<file path="config.mk">
export PLATFORM = sky130hd
export DESIGN_NAME = nand_seq
export DESIGN_NICKNAME = d
export VERILOG_FILES = /design/src/rtl/nand_seq_pkg.sv /design/src/rtl/nand_seq_regs.sv /design/src/rtl/nand_seq_fsm.sv /design/src/rtl/nand_seq.sv
export SDC_FILE = /design/constraint.sdc
export NUM_CORES = 1
export LEC_CHECK = 0
export ABC_AREA = 1
export BUFFER_PORTS_ARGS = -buffer_cell sky130_fd_sc_hd__buf_2
export CORE_MARGIN = 2
export CORE_UTILIZATION = 35
export DETAILED_ROUTE_END_ITERATION = 10
export PLACE_DENSITY = 0.47
export SLEW_MARGIN = 25
export SYNTH_ARGS = -nofsm -noshare
export SYNTH_HDL_FRONTEND = slang
export SYNTH_SLANG_ARGS = --single-unit
</file>
<file path="constraint.sdc">
create_clock -name clk_i -period 3.97 [get_ports clk_i]
set_clock_uncertainty 0.15 [all_clocks]
set_input_delay 0.397 -clock clk_i [delete_from_list [all_inputs] [get_ports clk_i]]
set_output_delay 0.397 -clock clk_i [all_outputs]
set_load 0.03 [all_outputs]
</file>
<file path="src/rtl/nand_seq_pkg.sv">
package nand_seq_pkg;
  localparam int WORD_W   = 32;
  localparam int BYTE_W   = 8;
  localparam int IDX_W    = 4;
  localparam int CE_W     = 8;
  localparam int CE_LSB   = 8;

  localparam int B_GO   = 31;
  localparam int B_OP1  = 30;
  localparam int B_ADR  = 29;
  localparam int B_PIO  = 28;
  localparam int B_TX   = 27;
  localparam int B_RX   = 26;
  localparam int B_OP2  = 25;
  localparam int B_AFT  = 24;
  localparam int B_RDY  = 16;
  localparam int B_DONE = 5;

  localparam logic [IDX_W-1:0] RI_CTRL = 4'd0;
  localparam logic [IDX_W-1:0] RI_OP1  = 4'd1;
  localparam logic [IDX_W-1:0] RI_OP2  = 4'd2;
  localparam logic [IDX_W-1:0] RI_ALO  = 4'd3;
  localparam logic [IDX_W-1:0] RI_AHI  = 4'd4;
  localparam logic [IDX_W-1:0] RI_DATA = 4'd5;
  localparam logic [IDX_W-1:0] RI_TIM  = 4'd6;
  localparam logic [IDX_W-1:0] RI_POLL = 4'd7;
  localparam logic [IDX_W-1:0] RI_IST  = 4'd8;
  localparam logic [IDX_W-1:0] RI_IEN  = 4'd9;

  localparam logic [WORD_W-1:0] POLL_RST = 32'h0070_0000;

  typedef enum logic [2:0] {
    PH_IDLE, PH_CMD1, PH_ADDR, PH_CMD2, PH_DATA, PH_RDY, PH_DONE
  } ph_e;

  typedef enum logic [1:0] {RS_WAIT, RS_CMD, RS_READ, RS_GAP} rs_e;

  // phase order; the after-data flag swaps data ahead of second opcode + ready
  function automatic ph_e ph_succ(ph_e p, logic aft);
    case (p)
      PH_IDLE: return PH_CMD1;
      PH_CMD1: return PH_ADDR;
      PH_ADDR: return aft ? PH_DATA : PH_CMD2;
      PH_CMD2: return PH_RDY;
      PH_RDY:  return aft ? PH_DONE : PH_DATA;
      PH_DATA: return aft ? PH_CMD2 : PH_DONE;
      default: return PH_DONE;
    endcase
  endfunction

  function automatic logic ph_on(ph_e p, logic [WORD_W-1:0] w);
    case (p)
      PH_CMD1: return w[B_OP1];
      PH_ADDR: return w[B_ADR];
      PH_CMD2: return w[B_OP2];
      PH_DATA: return w[B_PIO] & (w[B_TX] | w[B_RX]);
      PH_RDY:  return w[B_RDY];
      PH_DONE: return 1'b1;
      default: return 1'b0;
    endcase
  endfunction

  function automatic ph_e ph_next(ph_e p, logic [WORD_W-1:0] w);
    ph_e  q;
    logic hit;
    q   = p;
    hit = 1'b0;
    for (int i = 0; i < 6; i++) begin
      if (!hit) begin
        q   = ph_succ(q, w[B_AFT]);
        hit = ph_on(q, w);
      end
    end
    return q;
  endfunction
endpackage

</file>
<file path="src/rtl/nand_seq_regs.sv">
module nand_seq_regs
  import nand_seq_pkg::*;
(
  input  logic              clk_i,
  input  logic              rst_ni,
  input  logic              wr_i,
  input  logic [IDX_W-1:0]  addr_i,
  input  logic [WORD_W-1:0] wdata_i,
  output logic [WORD_W-1:0] rdata_o,
  input  logic              busy_i,
  input  logic              done_i,
  input  logic              rx_we_i,
  input  logic [1:0]        rx_lane_i,
  input  logic [BYTE_W-1:0] rx_byte_i,
  output logic              start_o,
  output logic [WORD_W-1:0] ctrl_o,
  output logic [BYTE_W-1:0] op1_o,
  output logic [BYTE_W-1:0] op2_o,
  output logic [WORD_W-1:0] alo_o,
  output logic [WORD_W-1:0] ahi_o,
  output logic [WORD_W-1:0] data_o,
  output logic [WORD_W-1:0] tim_o,
  output logic [WORD_W-1:0] poll_o,
  output logic              irq_o
);
  logic              cfg_we;
  logic [WORD_W-1:0] ctrl_q, ien_q;
  logic              done_q;
  logic              unused_ien;

  assign cfg_we  = wr_i && !busy_i;
  assign start_o = cfg_we && addr_i == RI_CTRL && wdata_i[B_GO];

  always_ff @(posedge clk_i or negedge rst_ni) begin
    if (!rst_ni) begin
      ctrl_q <= '0; op1_o <= '0; op2_o <= '0; alo_o <= '0; ahi_o <= '0;
      data_o <= '0; tim_o <= '0; poll_o <= POLL_RST; ien_q <= '0;
    end else begin
      if (cfg_we) begin
        case (addr_i)
          RI_CTRL: ctrl_q <= {1'b0, wdata_i[WORD_W-2:0]};
          RI_OP1:  op1_o  <= wdata_i[BYTE_W-1:0];
          RI_OP2:  op2_o  <= wdata_i[BYTE_W-1:0];
          RI_ALO:  alo_o  <= wdata_i;
          RI_AHI:  ahi_o  <= wdata_i;
          RI_DATA: data_o <= wdata_i;
          RI_TIM:  tim_o  <= wdata_i;
          RI_POLL: poll_o <= wdata_i;
          default: ;
        endcase
      end
      if (rx_we_i) data_o[{rx_lane_i, 3'b000} +: BYTE_W] <= rx_byte_i;
      if (wr_i && addr_i == RI_IEN) ien_q <= wdata_i;
    end
  end

  // done flag: set wins over a same-cycle clear
  always_ff @(posedge clk_i or negedge rst_ni) begin
    if (!rst_ni)                                             done_q <= 1'b0;
    else if (done_i)                                         done_q <= 1'b1;
    else if (wr_i && addr_i == RI_IST && wdata_i[B_DONE])    done_q <= 1'b0;
  end

  assign ctrl_o     = ctrl_q;
  assign irq_o      = done_q & ien_q[B_DONE] & ien_q[0];
  assign unused_ien = ^{ien_q[WORD_W-1:6], ien_q[4:1]};

  always_comb begin
    case (addr_i)
      RI_CTRL: rdata_o = {busy_i, ctrl_q[WORD_W-2:0]};
      RI_OP1:  rdata_o = {24'd0, op1_o};
      RI_OP2:  rdata_o = {24'd0, op2_o};
      RI_ALO:  rdata_o = alo_o;
      RI_AHI:  rdata_o = ahi_o;
      RI_DATA: rdata_o = data_o;
      RI_TIM:  rdata_o = tim_o;
      RI_POLL: rdata_o = poll_o;
      RI_IST:  rdata_o = {26'd0, done_q, 5'd0};
      RI_IEN:  rdata_o = ien_q;
      default: rdata_o = '0;
    endcase
  end

  p_done_sets_r10: assert property (@(posedge clk_i) disable iff (!rst_ni)
    done_i |=> done_q);
  p_ctrl_hold_r11: assert property (@(posedge clk_i) disable iff (!rst_ni)
    (busy_i && wr_i && addr_i == RI_CTRL) |=> $stable(ctrl_q));
endmodule

</file>
<file path="src/rtl/nand_seq_fsm.sv">
module nand_seq_fsm
  import nand_seq_pkg::*;
(
  input  logic              clk_i,
  input  logic              rst_ni,
  input  logic              start_i,
  input  logic [WORD_W-1:0] start_word_i,
  input  logic [BYTE_W-1:0] op1_i,
  input  logic [BYTE_W-1:0] op2_i,
  input  logic [WORD_W-1:0] alo_i,
  input  logic [WORD_W-1:0] ahi_i,
  input  logic [WORD_W-1:0] data_i,
  input  logic [WORD_W-1:0] tim_i,
  input  logic [WORD_W-1:0] poll_i,
  input  logic [BYTE_W-1:0] io_i,
  output logic              busy_o,
  output logic              done_o,
  output logic              rx_we_o,
  output logic [1:0]        rx_lane_o,
  output logic [BYTE_W-1:0] rx_byte_o,
  output logic [CE_W-1:0]   ce_no,
  output logic              cle_o,
  output logic              ale_o,
  output logic              we_no,
  output logic              re_no,
  output logic [BYTE_W-1:0] io_o,
  output logic              io_oe_o
);
  localparam int CNT_W = 8;

  ph_e               ph_q, ph_d, tgt;
  rs_e               sub_q, sub_d;
  logic [WORD_W-1:0] cw_q, cw_d;
  logic [3:0]        bidx_q, bidx_d;
  logic              half_q, half_d, go, adv;
  logic [CNT_W-1:0]  tcnt_q, tcnt_d;
  logic [BYTE_W-1:0] stat_q, stat_d;
  logic [CNT_W-1:0]  wl, wh, rl, rh, wb, gap, lo_len, hi_len;
  logic              is_wr, is_rd, pause;
  logic [1:0]        dlast;
  logic [63:0]       aw;
  logic              unused_bits;

  assign wl  = {4'd0, tim_i[11:8]};
  assign wh  = {6'd0, tim_i[13:12]};
  assign rl  = {4'd0, tim_i[3:0]};
  assign rh  = {4'd0, tim_i[7:4]};
  assign wb  = {4'd0, tim_i[27:24]};
  assign gap = poll_i[31:24];
  assign aw  = {ahi_i, alo_i};
  assign dlast = (cw_q[23:20] > 4'd3) ? 2'd3 : cw_q[21:20];
  assign unused_bits = ^{tim_i[31:28], tim_i[23:14], cw_q[31:26], cw_q[19:17], cw_q[7:4]};

  assign is_wr = (ph_q == PH_CMD1) || (ph_q == PH_ADDR) || (ph_q == PH_CMD2)
              || (ph_q == PH_DATA && cw_q[B_TX]) || (ph_q == PH_RDY && sub_q == RS_CMD);
  assign is_rd = (ph_q == PH_DATA && !cw_q[B_TX]) || (ph_q == PH_RDY && sub_q == RS_READ);
  assign pause = (ph_q == PH_RDY) && (sub_q == RS_WAIT || sub_q == RS_GAP);
  assign lo_len = is_rd ? rl : wl;
  assign hi_len = is_rd ? rh : wh;

  always_comb begin
    ph_d = ph_q; cw_d = cw_q; bidx_d = bidx_q; half_d = half_q;
    tcnt_d = tcnt_q; sub_d = sub_q; stat_d = stat_q;
    done_o = 1'b0; rx_we_o = 1'b0; go = 1'b0; adv = 1'b0; tgt = PH_DONE;
    case (ph_q)
      PH_IDLE: if (start_i) begin
        cw_d = start_word_i; go = 1'b1; tgt = ph_next(PH_IDLE, start_word_i);
      end
      PH_DONE: begin done_o = 1'b1; ph_d = PH_IDLE; end
      default: begin
        if (tcnt_q != '0) tcnt_d = tcnt_q - 1'b1;
        else if (pause) begin
          sub_d = RS_CMD; half_d = 1'b0; tcnt_d = wl;
        end else if (!half_q) begin
          half_d = 1'b1; tcnt_d = hi_len;
          if (is_rd && ph_q == PH_DATA) rx_we_o = 1'b1;
          if (is_rd && ph_q == PH_RDY)  stat_d  = io_i;
        end else begin
          half_d = 1'b0; tcnt_d = lo_len;
          case (ph_q)
            PH_ADDR: if (bidx_q == cw_q[3:0]) adv = 1'b1; else bidx_d = bidx_q + 1'b1;
            PH_DATA: if (bidx_q[1:0] == dlast) adv = 1'b1; else bidx_d = bidx_q + 1'b1;
            PH_RDY: begin
              if (sub_q == RS_CMD) begin sub_d = RS_READ; tcnt_d = rl; end
              else if ((stat_q & poll_i[15:8]) == poll_i[7:0]) adv = 1'b1;
              else begin sub_d = RS_GAP; tcnt_d = gap; end
            end
            default: adv = 1'b1;
          endcase
        end
        if (adv) begin go = 1'b1; tgt = ph_next(ph_q, cw_q); end
      end
    endcase
    if (go) begin
      ph_d = tgt; bidx_d = '0; half_d = 1'b0; sub_d = RS_WAIT;
      tcnt_d = (tgt == PH_RDY) ? wb : (tgt == PH_DATA && !cw_d[B_TX]) ? rl : wl;
    end
  end

  always_ff @(posedge clk_i or negedge rst_ni) begin
    if (!rst_ni) begin
      ph_q <= PH_IDLE; sub_q <= RS_WAIT; cw_q <= '0; bidx_q <= '0;
      half_q <= 1'b0; tcnt_q <= '0; stat_q <= '0;
    end else begin
      ph_q <= ph_d; sub_q <= sub_d; cw_q <= cw_d; bidx_q <= bidx_d;
      half_q <= half_d; tcnt_q <= tcnt_d; stat_q <= stat_d;
    end
  end

  always_comb begin
    case (ph_q)
      PH_CMD1: io_o = op1_i;
      PH_CMD2: io_o = op2_i;
      PH_ADDR: io_o = bidx_q[3] ? 8'h00 : aw[{bidx_q[2:0], 3'b000} +: BYTE_W];
      PH_DATA: io_o = data_i[{bidx_q[1:0], 3'b000} +: BYTE_W];
      PH_RDY:  io_o = poll_i[23:16];
      default: io_o = 8'h00;
    endcase
  end

  assign busy_o    = (ph_q != PH_IDLE);
  assign ce_no     = (ph_q == PH_IDLE || ph_q == PH_DONE) ? '1 : ~cw_q[CE_LSB +: CE_W];
  assign cle_o     = (ph_q == PH_CMD1) || (ph_q == PH_CMD2) || (ph_q == PH_RDY && sub_q == RS_CMD);
  assign ale_o     = (ph_q == PH_ADDR);
  assign we_no     = !(is_wr && !half_q);
  assign re_no     = !(is_rd && !half_q);
  assign io_oe_o   = is_wr;
  assign rx_lane_o = bidx_q[1:0];
  assign rx_byte_o = io_i;

  p_idle_pins_r1: assert property (@(posedge clk_i) disable iff (!rst_ni)
    !busy_o |-> (we_no && re_no && !cle_o && !ale_o && !io_oe_o && ce_no == '1));
  p_strobe_excl_r3: assert property (@(posedge clk_i) disable iff (!rst_ni)
    !(!we_no && !re_no));
  p_latch_excl_r3: assert property (@(posedge clk_i) disable iff (!rst_ni)
    !(cle_o && ale_o));
  p_drive_on_we_r3: assert property (@(posedge clk_i) disable iff (!rst_ni)
    !we_no |-> io_oe_o);
  p_float_on_re_r8: assert property (@(posedge clk_i) disable iff (!rst_ni)
    !re_no |-> !io_oe_o);
  p_done_idle_r2: assert property (@(posedge clk_i) disable iff (!rst_ni)
    done_o |=> !busy_o);
endmodule

</file>
<file path="src/rtl/nand_seq.sv">
module nand_seq
  import nand_seq_pkg::*;
(
  input  logic              clk_i,
  input  logic              rst_ni,
  input  logic              reg_wr_i,
  input  logic [3:0]        reg_addr_i,
  input  logic [31:0]       reg_wdata_i,
  output logic [31:0]       reg_rdata_o,
  output logic [7:0]        ce_no,
  output logic              cle_o,
  output logic              ale_o,
  output logic              we_no,
  output logic              re_no,
  output logic [7:0]        io_o,
  output logic              io_oe_o,
  input  logic [7:0]        io_i,
  output logic              irq_o
);
  logic              busy, done, start, rx_we;
  logic [1:0]        rx_lane;
  logic [BYTE_W-1:0] rx_byte, op1, op2;
  logic [WORD_W-1:0] ctrl, alo, ahi, data, tim, poll;
  logic              unused_ctrl;

  assign unused_ctrl = ^ctrl;

  nand_seq_regs u_regs (
    .clk_i, .rst_ni,
    .wr_i(reg_wr_i), .addr_i(reg_addr_i), .wdata_i(reg_wdata_i), .rdata_o(reg_rdata_o),
    .busy_i(busy), .done_i(done),
    .rx_we_i(rx_we), .rx_lane_i(rx_lane), .rx_byte_i(rx_byte),
    .start_o(start), .ctrl_o(ctrl), .op1_o(op1), .op2_o(op2),
    .alo_o(alo), .ahi_o(ahi), .data_o(data), .tim_o(tim), .poll_o(poll),
    .irq_o
  );

  nand_seq_fsm u_fsm (
    .clk_i, .rst_ni,
    .start_i(start), .start_word_i(reg_wdata_i),
    .op1_i(op1), .op2_i(op2), .alo_i(alo), .ahi_i(ahi), .data_i(data),
    .tim_i(tim), .poll_i(poll), .io_i,
    .busy_o(busy), .done_o(done),
    .rx_we_o(rx_we), .rx_lane_o(rx_lane), .rx_byte_o(rx_byte),
    .ce_no, .cle_o, .ale_o, .we_no, .re_no, .io_o, .io_oe_o
  );
endmodule

</file>
==> results by group, run 1 <==
Power and ir drop
  – Int Pwr: 6.86 mW
  – PwrDens: 622 nW/um2
  – P_leak: 8.72 nW
  – Flop pwr share: 35.6%
  – Part of the power in combinational logic: 32.9%
  – VDD IR max: 0.000310 V
  – Part of the power in the clock network: 31.5%
  – Psw: 4.50 mW
  – Sw Share: 39.6%
  – PnR Total Power: 11.4 mW

Logic synthesis
  – Mux cell area share after synthesis: 0.437%
  – Synth Flop Type: dfrtp_1
  – Share of the yosys chip area belonging to registers: 46.8%
  – Top post-synthesis cells by area: dfrtp_1 (46%), nand2_1 (11%), o21ai_0 (10%)
  – Synth Area in Compound Gates: 22.4%
  – Asr flop ratio synth: 100%
  – Post-synthesis register bit count: 289
  – Post-synthesis instance area: 15,500 um2
  – Combinational family with the most area after synthesis: compound AO/OA/AOI/OAI gates
  – Simple-gate share of the synthesized area: 19.3%
  – Post-Synth Adder-Cell Area: 0.810%
  – Share of the synthesized area in the top cell type: 46.3%
  – Most area-hungry cell type in the Yosys netlist: dfrtp_1
  – Yosys cell types: 43
  – Number of synthesized flops with an enable pin: 0
  – Syn Inst Count: 2,027
  – Count leader, synth: nand2_1
  – Post-synthesis xor/xnor area fraction: 0.907%
  – Synth top cells by count: nand2_1 (454), o21ai_0 (322), dfrtp_1 (286), inv_1 (260), a21oi_1 (132)
  – Ys Warns: 0
  – Mean Syn Cell Area: 7.62 um2
  – Post-Syn Nets: 2,084

Routing
  – # DRC: 0
  – Drt total wl: 66,100 um
  – Vias/cell: 5.52
  – Initial DRC count: 1,579
  – Via count: 15,165
  – WL/cell: 24.1 um
  – Final antenna-violating net count: 0
  – 1st-pass router iterations: 7

Clock network
  – H-tree lvl count: 2
  – CTS tree: yes
  – Clock Path Buffers: 3
  – CTS Buf Count: 38
  – Root Buffer: clkbuf_16
  – Clk slew on worst S/H paths: 0.06 ns
  – Clk Latency, worst-skew pair: 0.56 ns
  – Clk sinks: 289

Critical path
  – R2R depth: 28
  – CP dominant cell by count: a21oi_1
  – Crit Path Category: flip-flop to output pin
  – CP max-delay cell: dfrtp_2
  – Cell family contributing the most delay on the critical path: buffers and inverters
  – Worst Path Buf+Inv: 3
  – Critical Path RT: 3.42 ns
  – Cell Chain, Critical Path: inv_1, buf_4, a21oi_1, o21ai_0, a21oi_1, a21oi_1, o2111ai_1, buf_2
  – Endpoint class of the critical path: output pin
  – Crit start category: flip-flop
  – Crit path depth: 8
  – Worst-path fanout max: 43
  – Crit-path max cell delay: 0.52 ns
  – Worst path arrival time: 3.11 ns

STA
  – Worst-margin pin slew: 0.871 ns
  – Setup TNS: 0 ns
  – Max Transition Viols Final: 0
  – Final setup violating endpoints: 0
  – Max frequency: 273 MHz
  – Hold Vio Cnt, Final: 0
  – Slew HR: 41.8%
  – RSZ-0062 raised after global routing: false
  – Tmin final: 3.66 ns
  – Final worst path period share: 92.2%

Global routing
  – Gr ovfl total: 0
  – First-pass GRT wire length: 97,700 um
  – Initial antenna violation count: 1
  – Largest net degree at the start of global routing: 80
  – Vias in the first global route: 14,467
  – Overall Global Routing Usage: 28.7%

Layout
  – Diodes inserted: 0
  – Final Non-Filler Cells: 2,745
  – Utilization after layout: 42.1%
  – P&R area growth vs syn: 18.1%
  – NumNets Final: 2,189
  – Fraction of layout cells with a size suffix above 1: 12.4%

Floorplan
  – Cell Rows: 76
  – DIE HEIGHT: 214 um
  – Initial core utilization: 35.6%
  – I/O Pins: 101
  – Die Area: 45,800 um2
  – Die Width: 214 um
  – Core ar.: 43,400 um2

Placement
  – Dpl hpwl: 47,900 um
  – Placer Congestion: 0.903
  – # port buffers: 100
  – Placed Cells: 2,656

Status
  – Status: completed

Run
  – Max cap viols: 0

Min path
  – Hold Path Stages: 3
  – Hold WC Path Type: input pin to flip-flop
layout make-up:
class / count / area (um2)
multi-input combinational: 1355 / 6830
inverter: 282 / 1060
clock buffer: 58 / 1130
tap: 585 / 732
timing repair buffer: 166 / 1120
clock inverter: 10 / 146
fill: 4549 / 25100
sequential: 289 / 7240
routing by layer:
| layer | global-route usage, % | routed length (um) | vias up |
|---|---|---|---|
| li1 | - | - | 6975 |
| met4 | 9.49 | 2180 | 0 |
| met1 | 41.7 | 30500 | 7399 |
| met2 | 42.9 | 28600 | 677 |
| met5 | 0 | 0 | - |
| met3 | 5.19 | 4790 | 114 |
sequential cells by signal (all words and copies together) (netlist names), 2 cells and up:
| signal | flops |
|---|---|
| u_regs.ahi_o | 32 |
| u_regs.alo_o | 32 |
| u_regs.data_o | 32 |
| u_regs.ien_q | 32 |
| u_regs.poll_o | 32 |
| u_regs.tim_o | 32 |
| u_regs.ctrl_o | 31 |
| u_fsm.cw_q | 23 |
| u_fsm.stat_q | 8 |
| u_fsm.tcnt_q | 8 |
| u_regs.op1_o | 8 |
| u_regs.op2_o | 8 |
| u_fsm.bidx_q | 4 |
| u_fsm.ph_q | 3 |
| u_fsm.sub_q | 2 |
layout by cell type (no fill, tap or decap), types with 6 or more instances in the layout:
master and instances:
a211oi_1 11, nand2_1 452, clkinv_1 7, clkbuf_16 39, inv_2 15, nor2_1 99, ha_1 10, o211ai_1 31
nand2_2 10, clkbuf_8 8, clkbuf_1 11, o22ai_1 42, nand3_2 10, buf_4 41, xor2_1 13, buf_2 99
o221ai_1 11, nand3_1 89, inv_1 260, o21ai_0 322, nor2_2 6, dfrtp_1 283, o2111ai_1 24, dlygate4sd3_1 20
a221oi_1 19, mux2_2 6, nor3_1 11, nand4_1 21, a21oi_1 132
stage by stage:
stage	hold slack, ns	area (um2)	setup slack, ns
after floorplan	-0.0486	15500	0.760
after global placement	0.188	16800	0.436
after detailed placement	0.189	16800	0.303
after CTS	0.000242	18200	0.289
after global routing	0.0141	18300	0.0183
final	0.0212	18300	0.309
tightest hold or removal path: cells and delay by family:
kind / cells / cell delay, ns
buf+inv: 1 / 0.16
simple gates: 1 / 0.08
compound gates: 1 / 0.07
worst paths after layout:
check	start	to	slack (ns)
worst min register to register	u_regs.ien_q[17]$_DFFE_PN0P_	u_regs.ien_q[17]$_DFFE_PN0P_	0.33
max in group asynchronous	rst_ni	u_regs.alo_o[20]$_DFFE_PN0P_	2.48
worst max-delay path	u_fsm.bidx_q[0]$_DFFE_PN0P_	io_o[3]	0.31
worst max register to register	u_fsm.ph_q[2]$_DFFE_PN0P_	u_fsm.tcnt_q[1]$_DFFE_PN0P_	0.38
worst min-delay path	reg_wdata_i[6]	u_regs.op1_o[6]$_DFFE_PN0P_	0.02
min in group asynchronous	rst_ni	u_regs.ien_q[9]$_DFFE_PN0P_	0.21
kinds of logic after synthesis:
| logic type | count (synthesis) |
|---|---|
| flip-flops | 289 |
| AO/OA/AOI/OAI | 611 |
| AND/OR/NAND/NOR | 712 |
| buffers and inverters | 383 |
| XOR/XNOR | 16 |
| adder cells (fa/ha/maj) | 10 |
| multiplexers | 6 |
power groups by stage:
stage          Clock, mW  Sequential (mW)  Combinational (mW)
2_1_floorplan          0             3.86                2.53
3_3_place_gp           0             4.08                3.61
3_5_place_dp           0             4.08                3.66
4_1_cts             3.64             4.03                3.70
5_1_grt             3.77             4.11                4.13
6_report            3.58             4.05                3.73
timing repair:
item	4_1_cts	5_1_grt
hold buffers	20	0
gates resized for setup	0	3
endpoints found under the hold margin	106	0
setup endpoints to repair	0	4
buffers inserted	0	1
(Power assumes the default switching activity.)
==> run 2: changes to the inputs <==
--- a/config.mk
+++ b/config.mk
@@ -9,7 +9,9 @@
 export BUFFER_PORTS_ARGS = -buffer_cell sky130_fd_sc_hd__buf_2
 export CORE_MARGIN = 2
 export CORE_UTILIZATION = 35
+export CTS_BUF_LIST = sky130_fd_sc_hd__clkbuf_4 sky130_fd_sc_hd__clkbuf_8 sky130_fd_sc_hd__clkbuf_16
 export DETAILED_ROUTE_END_ITERATION = 10
+export HOLD_SLACK_MARGIN = 0.05
 export PLACE_DENSITY = 0.47
 export SLEW_MARGIN = 25
 export SYNTH_ARGS = -nofsm -noshare
==> results by group, run 2 (synthesis gave the netlist of run 1 again) <==
Floorplan
  – Die Width: 214 um (unchanged)
  – Initial core utilization: 35.6% (unchanged)
  – Die Area: 45,800 um2 (unchanged)
  – Cell Rows: 76 (unchanged)
  – Core ar.: 43,400 um2 (unchanged)
  – I/O Pins: 101 (unchanged)
  – DIE HEIGHT: 214 um (unchanged)

Routing
  – Vias/cell: 5.51 (-0.35%)
  – # DRC: 0 (unchanged)
  – Final antenna-violating net count: 0 (unchanged)
  – Drt total wl: 66,200 um (+0.18%)
  – 1st-pass router iterations: 6 (-1)
  – WL/cell: 24.0 um (-0.37%)
  – Via count: 15,195 (+0.20%)
  – Initial DRC count: 1,704 (+7.9%)

Placement
  – Dpl hpwl: 47,900 um (unchanged)
  – # port buffers: 100 (unchanged)
  – Area after DPL: 16,800 um2 (unchanged)
  – Placer Congestion: 0.903 (unchanged)

Status
  – Status: completed

STA
  – Setup TNS: 0 ns (unchanged)
  – WHS: 0.0786 ns (+0.0573 ns)
  – Final worst path period share: 92.1% (-0.16 points)
  – Tmin final: 3.66 ns (-0.00619 ns)
  – Max frequency: 274 MHz (+0.17%)
  – Max Transition Viols Final: 0 (unchanged)
  – Hold Vio Cnt, Final: 0 (unchanged)
  – Slew HR: 41.0% (-0.78 points)
  – Final setup violating endpoints: 0 (unchanged)
  – Worst-margin pin slew: 0.883 ns (+0.0117 ns)
  – RSZ-0062 raised after global routing: false

Global routing
  – Largest net degree at the start of global routing: 80 (unchanged)
  – Gr ovfl total: 0 (unchanged)
  – Initial antenna violation count: 0 (-1)
  – Overall Global Routing Usage: 28.7% (+0.046 points)
  – Vias in the first global route: 14,531 (+0.44%)
  – First-pass GRT wire length: 98,000 um (+0.23%)

Layout
  – Diodes inserted: 0 (unchanged)
  – Most frequent cells in the layout: nand2_1 (452), o21ai_0 (322), dfrtp_1 (283), inv_1 (260), a21oi_1 (132)
  – P&R area growth vs syn: 19.4%
  – Utilization after layout: 42.5% (+0.44 points)
  – Commonest non-fill, non-tap cell in the layout: nand2_1
  – Fin area: 18,400 um2 (+1.0%)
  – NumNets Final: 2,204 (+0.69%)
  – Fraction of layout cells with a size suffix above 1: 12.8% (+0.42 points)
  – Layout fillers: 4,531 (-0.40%)

Critical path
  – Reg2reg setup slack: 0.36 ns (-0.02 ns)
  – R2R depth: 27 (-3.6%)
  – Cell family contributing the most delay on the critical path: buffers and inverters
  – CP dominant cell by count: a21oi_1
  – CP max-delay cell: dfrtp_2
  – Crit start category: flip-flop
  – Worst Path Buf+Inv: 3 (unchanged)
  – Endpoint class of the critical path: output pin
  – Reg-to-reg startpoint: u_fsm.ph_q[2]$_DFFE_PN0P_
  – Critical Path RT: 3.42 ns (about the same)
  – Crit-path max cell delay: 0.52 ns (about the same)
  – Cell Chain, Critical Path: inv_1, buf_4, a21oi_1, o21ai_0, a21oi_1, a21oi_1, o2111ai_1, buf_2
  – Worst-path fanout max: 43 (unchanged)
  – Worst path arrival time: 3.11 ns (about the same)
  – Crit Path Category: flip-flop to output pin
  – FF-to-FF End: u_fsm.tcnt_q[2]$_DFFE_PN0P_

Min path
  – Hold Path Stages: 3 (unchanged)
  – Hold Crit Endpoint: u_regs.alo_o[8]$_DFFE_PN0P_
  – HP Start: reg_wdata_i[8]
  – Hold WC Path Type: input pin to flip-flop

Power and ir drop
  – PwrDens: 621 nW/um2 (-0.17%)
  – P_leak: 8.82 nW (+1.2%)
  – VDD IR max: 0.000311 V (+0.46%)

Clock network
  – H-tree lvl count: 2 (unchanged)
  – Clock Path Buffers: 3 (unchanged)
  – Clk slew on worst S/H paths: 0.06 ns (about the same)
  – Clk Latency, worst-skew pair: 0.56 ns (about the same)
  – CTS tree: yes
  – Clk sinks: 289 (unchanged)
  – CTS Buf Count: 38 (unchanged)
  – Root Buffer: clkbuf_16

Run
  – Max cap viols: 0 (unchanged)
==> run 2: area by class of cell <==
cell class	instances	area (um2)	share of cell area, %
Clock buffer	58	1170	6.34
Clock inverter	10	146	0.794
Inverter	282	1060	5.74
Multi-Input combinational cell	1355	6830	37.0
Sequential cell	289	7240	39.2
Tap cell	585	732	3.97
Timing Repair Buffer	181	1270	6.88
==> run 2: layer usage <==
metal  part of all wire [%]  vias to the layer above  global-route usage, %
met5                      0                        -                      0
met4                    3.2                        0                   9.42
met3                    7.3                      108                   5.53
met2                     43                      640                   43.0
met1                     46                     7429                   41.5
li1                       -                     7018                      -
==> run 2: metrics by stage <==
stage | power, mW | worst slack, ns | instances
finish | 11.5 | 0.315 | 2760
global route | 12.1 | 0.0185 | 2760
CTS | 11.5 | 0.289 | 2759
detailed placement | 7.74 | 0.303 | 2656
global placement | 7.69 | 0.436 | 2656
floorplan | 6.39 | 0.760 | 2027
==> run 2: where the power goes <==
part           switching (mW)  internal [mW]
sequential              0.484           3.57
combinational            2.60           1.14
clock                    1.43           2.24
==> run 2: worst max path at each step <==
stage / start / to / slack [ns] / cells past startpoint
2_1_floorplan: u_fsm.ph_q[0]$_DFFE_PN0P_ / u_fsm.tcnt_q[2]$_DFFE_PN0P_ / 0.76 / 28
3_3_place_gp: u_fsm.ph_q[2]$_DFFE_PN0P_ / u_fsm.tcnt_q[2]$_DFFE_PN0P_ / 0.44 / 25
3_5_place_dp: u_fsm.ph_q[2]$_DFFE_PN0P_ / u_fsm.tcnt_q[1]$_DFFE_PN0P_ / 0.30 / 26
4_1_cts: u_fsm.ph_q[2]$_DFFE_PN0P_ / u_fsm.tcnt_q[1]$_DFFE_PN0P_ / 0.29 / 26
5_1_grt: u_fsm.ph_q[2]$_DFFE_PN0P_ / u_fsm.tcnt_q[1]$_DFFE_PN0P_ / 0.02 / 29
6_report: u_fsm.bidx_q[0]$_DFFE_PN0P_ / io_o[3] / 0.31 / 8
==> run 2: repair_timing <==
item,4_1_cts,5_1_grt
setup buffers,0,1
resized for setup,0,3
hold buffers,35,0
endpoints found under the setup margin,0,4
hold endpoints to repair,174,0
==> run 2: worst register-to-register path, stage by stage, from the launching register on <==
cell,delay (ns)
dfrtp_2,0.45
inv_2,0.10
nand2_2,0.11
inv_2,0.05
nand2_2,0.15
nand2_1,0.09
nor2_2,0.15
nand2_1,0.12
nand2_1,0.08
nand2_1,0.05
nor2_2,0.17
nand2_1,0.08
a21oi_2,0.24
inv_2,0.10
a31oi_1,0.17
nand2_1,0.07
inv_1,0.06
nand2_2,0.08
a31oi_1,0.16
nand2_1,0.09
nand3_1,0.07
nand2_1,0.06
inv_2,0.15
nand3_1,0.16
nand2_1,0.09
nand3_1,0.08
nand2_1,0.08
a21oi_1,0.06
==> run 3: changes to the inputs <==
--- a/config.mk
+++ b/config.mk
@@ -11,9 +11,10 @@
 export CORE_UTILIZATION = 35
 export CTS_BUF_LIST = sky130_fd_sc_hd__clkbuf_4 sky130_fd_sc_hd__clkbuf_8 sky130_fd_sc_hd__clkbuf_16
 export DETAILED_ROUTE_END_ITERATION = 10
-export HOLD_SLACK_MARGIN = 0.05
+export HOLD_SLACK_MARGIN = 0.12
 export PLACE_DENSITY = 0.47
 export SLEW_MARGIN = 25
 export SYNTH_ARGS = -nofsm -noshare
 export SYNTH_HDL_FRONTEND = slang
+export SYNTH_HIERARCHICAL = 1
 export SYNTH_SLANG_ARGS = --single-unit
==> constraint.sdc (replaced) <==
create_clock -name clk_i -period 4.4 [get_ports clk_i]
set_clock_uncertainty 0.15 [all_clocks]
set_input_delay 0.44 -clock clk_i [delete_from_list [all_inputs] [get_ports clk_i]]
set_output_delay 0.44 -clock clk_i [all_outputs]
set_load 0.03 [all_outputs]
==> results by group, run 3 <==
Status
  – Status: completed

Power and ir drop
  – Part of the power in the clock network: 25.6% (-6.4 points)
  – PwrDens: 681 nW/um2 (+9.5%)
  – Sw Share: 42.8% (+3.4 points)
  – PnR Total Power: 12.8 mW (+12%)
  – Int Pwr: 7.34 mW (+5.7%)
  – VDD IR max: 0.000316 V (+1.4%)
  – P_leak: 9.47 nW (+7.4%)
  – Flop pwr share: 39.2% (+3.9 points)
  – Part of the power in combinational logic: 35.2% (+2.5 points)
  – Psw: 5.49 mW (+22%)

STA
  – Worst-margin pin slew: 1.06 ns (+0.177 ns)
  – Max Transition Viols Final: 0 (unchanged)
  – Max frequency: 277 MHz
  – Final setup violating endpoints: 0 (unchanged)
  – Final worst path period share: 82.1%
  – RSZ-0062 raised after global routing: false
  – Tmin final: 3.61 ns
  – Hold Vio Cnt, Final: 0 (unchanged)
  – Slew HR: 29.2% (-12 points)
  – Setup TNS: 0 ns (unchanged)

Routing
  – M1 WL: 31,100 um (+1.8%)
  – Wire length on met2: 31,700 um (+10%)
  – # DRC: 0 (unchanged)
  – Uppermost layer routed: met4
  – Drt total wl: 69,300 um (+4.7%)
  – Routed wl met3: 4210 um (-12%)
  – Initial DRC count: 1,839 (+7.9%)
  – Via count: 16,081 (+5.8%)
  – WL/cell: 23.3 um (-2.9%)
  – Vias/cell: 5.41 (-1.8%)
  – 1st-pass router iterations: 5 (-1)
  – Final antenna-violating net count: 0 (unchanged)

Floorplan
  – Core ar.: 45,400 um2 (+4.7%)
  – Cell Rows: 78 (+2.6%)
  – DIE HEIGHT: 218 um (+2.0%)
  – Initial core utilization: 35.4% (-0.19 points)
  – I/O Pins: 101 (unchanged)
  – Die Area: 47,700 um2 (+4.0%)
  – Die Width: 218 um (+2.0%)

Placement
  – # port buffers: 100 (unchanged)
  – Dpl hpwl: 49,400 um (+3.1%)
  – Placer Congestion: 0.899 (-0.50%)

Critical path
  – Cell family contributing the most delay on the critical path: simple AND/OR/NAND/NOR gates
  – Worst-path fanout max: 8 (-81%)
  – Crit-path max cell delay: 0.76 ns (+0.24 ns)
  – Cell Chain, Critical Path: inv_2, nor2_2, nand2_1, buf_4, nor2_1, o211ai_1, nand4_1, buf_2
  – Critical Path RT: 3.81 ns (+0.39 ns)
  – Crit Path Category: flip-flop to output pin
  – Worst path arrival time: 3.02 ns (-0.09 ns)
  – CP max-delay cell: nor2_1
  – Endpoint class of the critical path: output pin
  – Crit start category: flip-flop
  – Worst Path Buf+Inv: 3 (unchanged)

Global routing
  – Vias in the first global route: 15,376 (+5.8%)
  – First-pass GRT wire length: 102,000 um (+4.5%)
  – Gr ovfl total: 0 (unchanged)
  – Largest net degree at the start of global routing: 105 (+31%)
  – Initial antenna violation count: 1 (+1)
  – Overall Global Routing Usage: 29.4% (+0.68 points)

Layout
  – Commonest non-fill, non-tap cell in the layout: nand2_1
  – Fraction of layout cells with a size suffix above 1: 11.4% (-1.5 points)
  – NumNets Final: 2,403 (+9.0%)
  – P&R area growth vs syn: 17.3%
  – Layout fillers: 4,753 (+4.9%)
  – Most frequent cells in the layout: nand2_1 (726), dfrtp_1 (285), o21ai_0 (251), nand3_1 (230), nor2_1 (197)

Logic synthesis
  – Mean Syn Cell Area: 7.15 um2 (-6.2%)
  – Ys Warns: 6 (+6)
  – Post-synthesis instance area: 16,100 um2 (+4.1%)
  – Syn Inst Count: 2,249 (+11%)
  – Post-Syn Nets: 2,306 (+11%)

Clock network
  – Clock Path Buffers: 3 (unchanged)
  – Clk Latency, worst-skew pair: 0.56 ns (about the same)
  – H-tree lvl count: 2 (unchanged)
  – Post-CTS Setup Bufs: 0 (unchanged)
  – CTS tree: yes
  – Clk slew on worst S/H paths: 0.06 ns (about the same)
  – Clk sinks: 289 (unchanged)
  – Root Buffer: clkbuf_16
  – CTS Buf Count: 37 (-2.6%)

Min path
  – Hold WC Path Type: input pin to flip-flop

Run
  – Max cap viols: 0 (unchanged)
run 3: power groups by stage:
stage | combinational, mW | sequential (mW) | clock (mW)
2_1_floorplan | 3.17 | 4.49 | 0
3_3_place_gp | 4.42 | 5.04 | 0
3_5_place_dp | 4.45 | 5.04 | 0
4_1_cts | 4.49 | 5.01 | 3.35
5_1_grt | 5.07 | 5.16 | 3.46
6_report | 4.52 | 5.03 | 3.28
run 3: per-layer routing:
metal / global-route usage [%] / vias to the layer above
li1: - / 7521
met1: 40.9 / 7827
met2: 47.0 / 628
met3: 3.95 / 105
met4: 9.89 / 0
met5: 0 / -
run 3: tightest hold or removal path: stages:
cell	delay [ns]
buf_2	0.08
inv_1	0.13
o21ai_1	0.16
run 3: through the flow:
stage / utilization [%] / instance area [um2] / instances / worst slack [ns] / hold WS, ns
floorplan: - / 16100 / 2249 / 1.61 / -0.00559
global placement: 37.9 / 17200 / 2874 / 1.05 / 0.311
detailed placement: 37.9 / 17200 / 2874 / 1.01 / 0.315
CTS: 41.6 / 18900 / 2974 / 0.868 / 0.125
global route: 41.6 / 18900 / 2974 / 0.549 / 0.158
finish: 41.6 / 18900 / 2975 / 0.786 / 0.138
run 3: area by class of cell:
cell class | instances | area, um2 | area share [%]
multi-input cells | 1656 | 7640 | 40.5
clock inverters | 7 | 121 | 0.643
clock buffers | 60 | 1200 | 6.38
diodes | 1 | 2.50 | 0.0133
inverters | 188 | 707 | 3.75
flip-flops and latches | 289 | 7240 | 38.4
well taps | 600 | 751 | 3.98
repair buffers | 174 | 1200 | 6.36
run 3: final timing paths:
check / cells past startpoint / slack (ns) / endpoint / from
max in group asynchronous: 3 / 2.68 / u_regs/poll_o[21]$_DFFE_PN1P_ / rst_ni
min: 3 / 0.14 / u_regs/ien_q[17]$_DFFE_PN0P_ / reg_wdata_i[17]
min reg2reg: 2 / 0.33 / u_fsm/cw_q[13]$_DFFE_PN0P_ / u_fsm/cw_q[13]$_DFFE_PN0P_
max: 8 / 0.79 / io_o[7] / u_fsm/ph_q[1]$_DFFE_PN0P_
max reg2reg: 13 / 0.92 / u_regs/data_o[31]$_DFF_PN0_ / u_fsm/tcnt_q[0]$_DFFE_PN0P_
min in group asynchronous: 2 / 0.42 / u_fsm/cw_q[25]$_DFFE_PN0P_ / rst_ni
run 3: repair_timing:
action | in CTS | in global routing
hold endpoints to repair | 151 | 0
gates resized for setup | 0 | 0
endpoints found under the setup margin | 0 | 0
hold buffers | 33 | 0
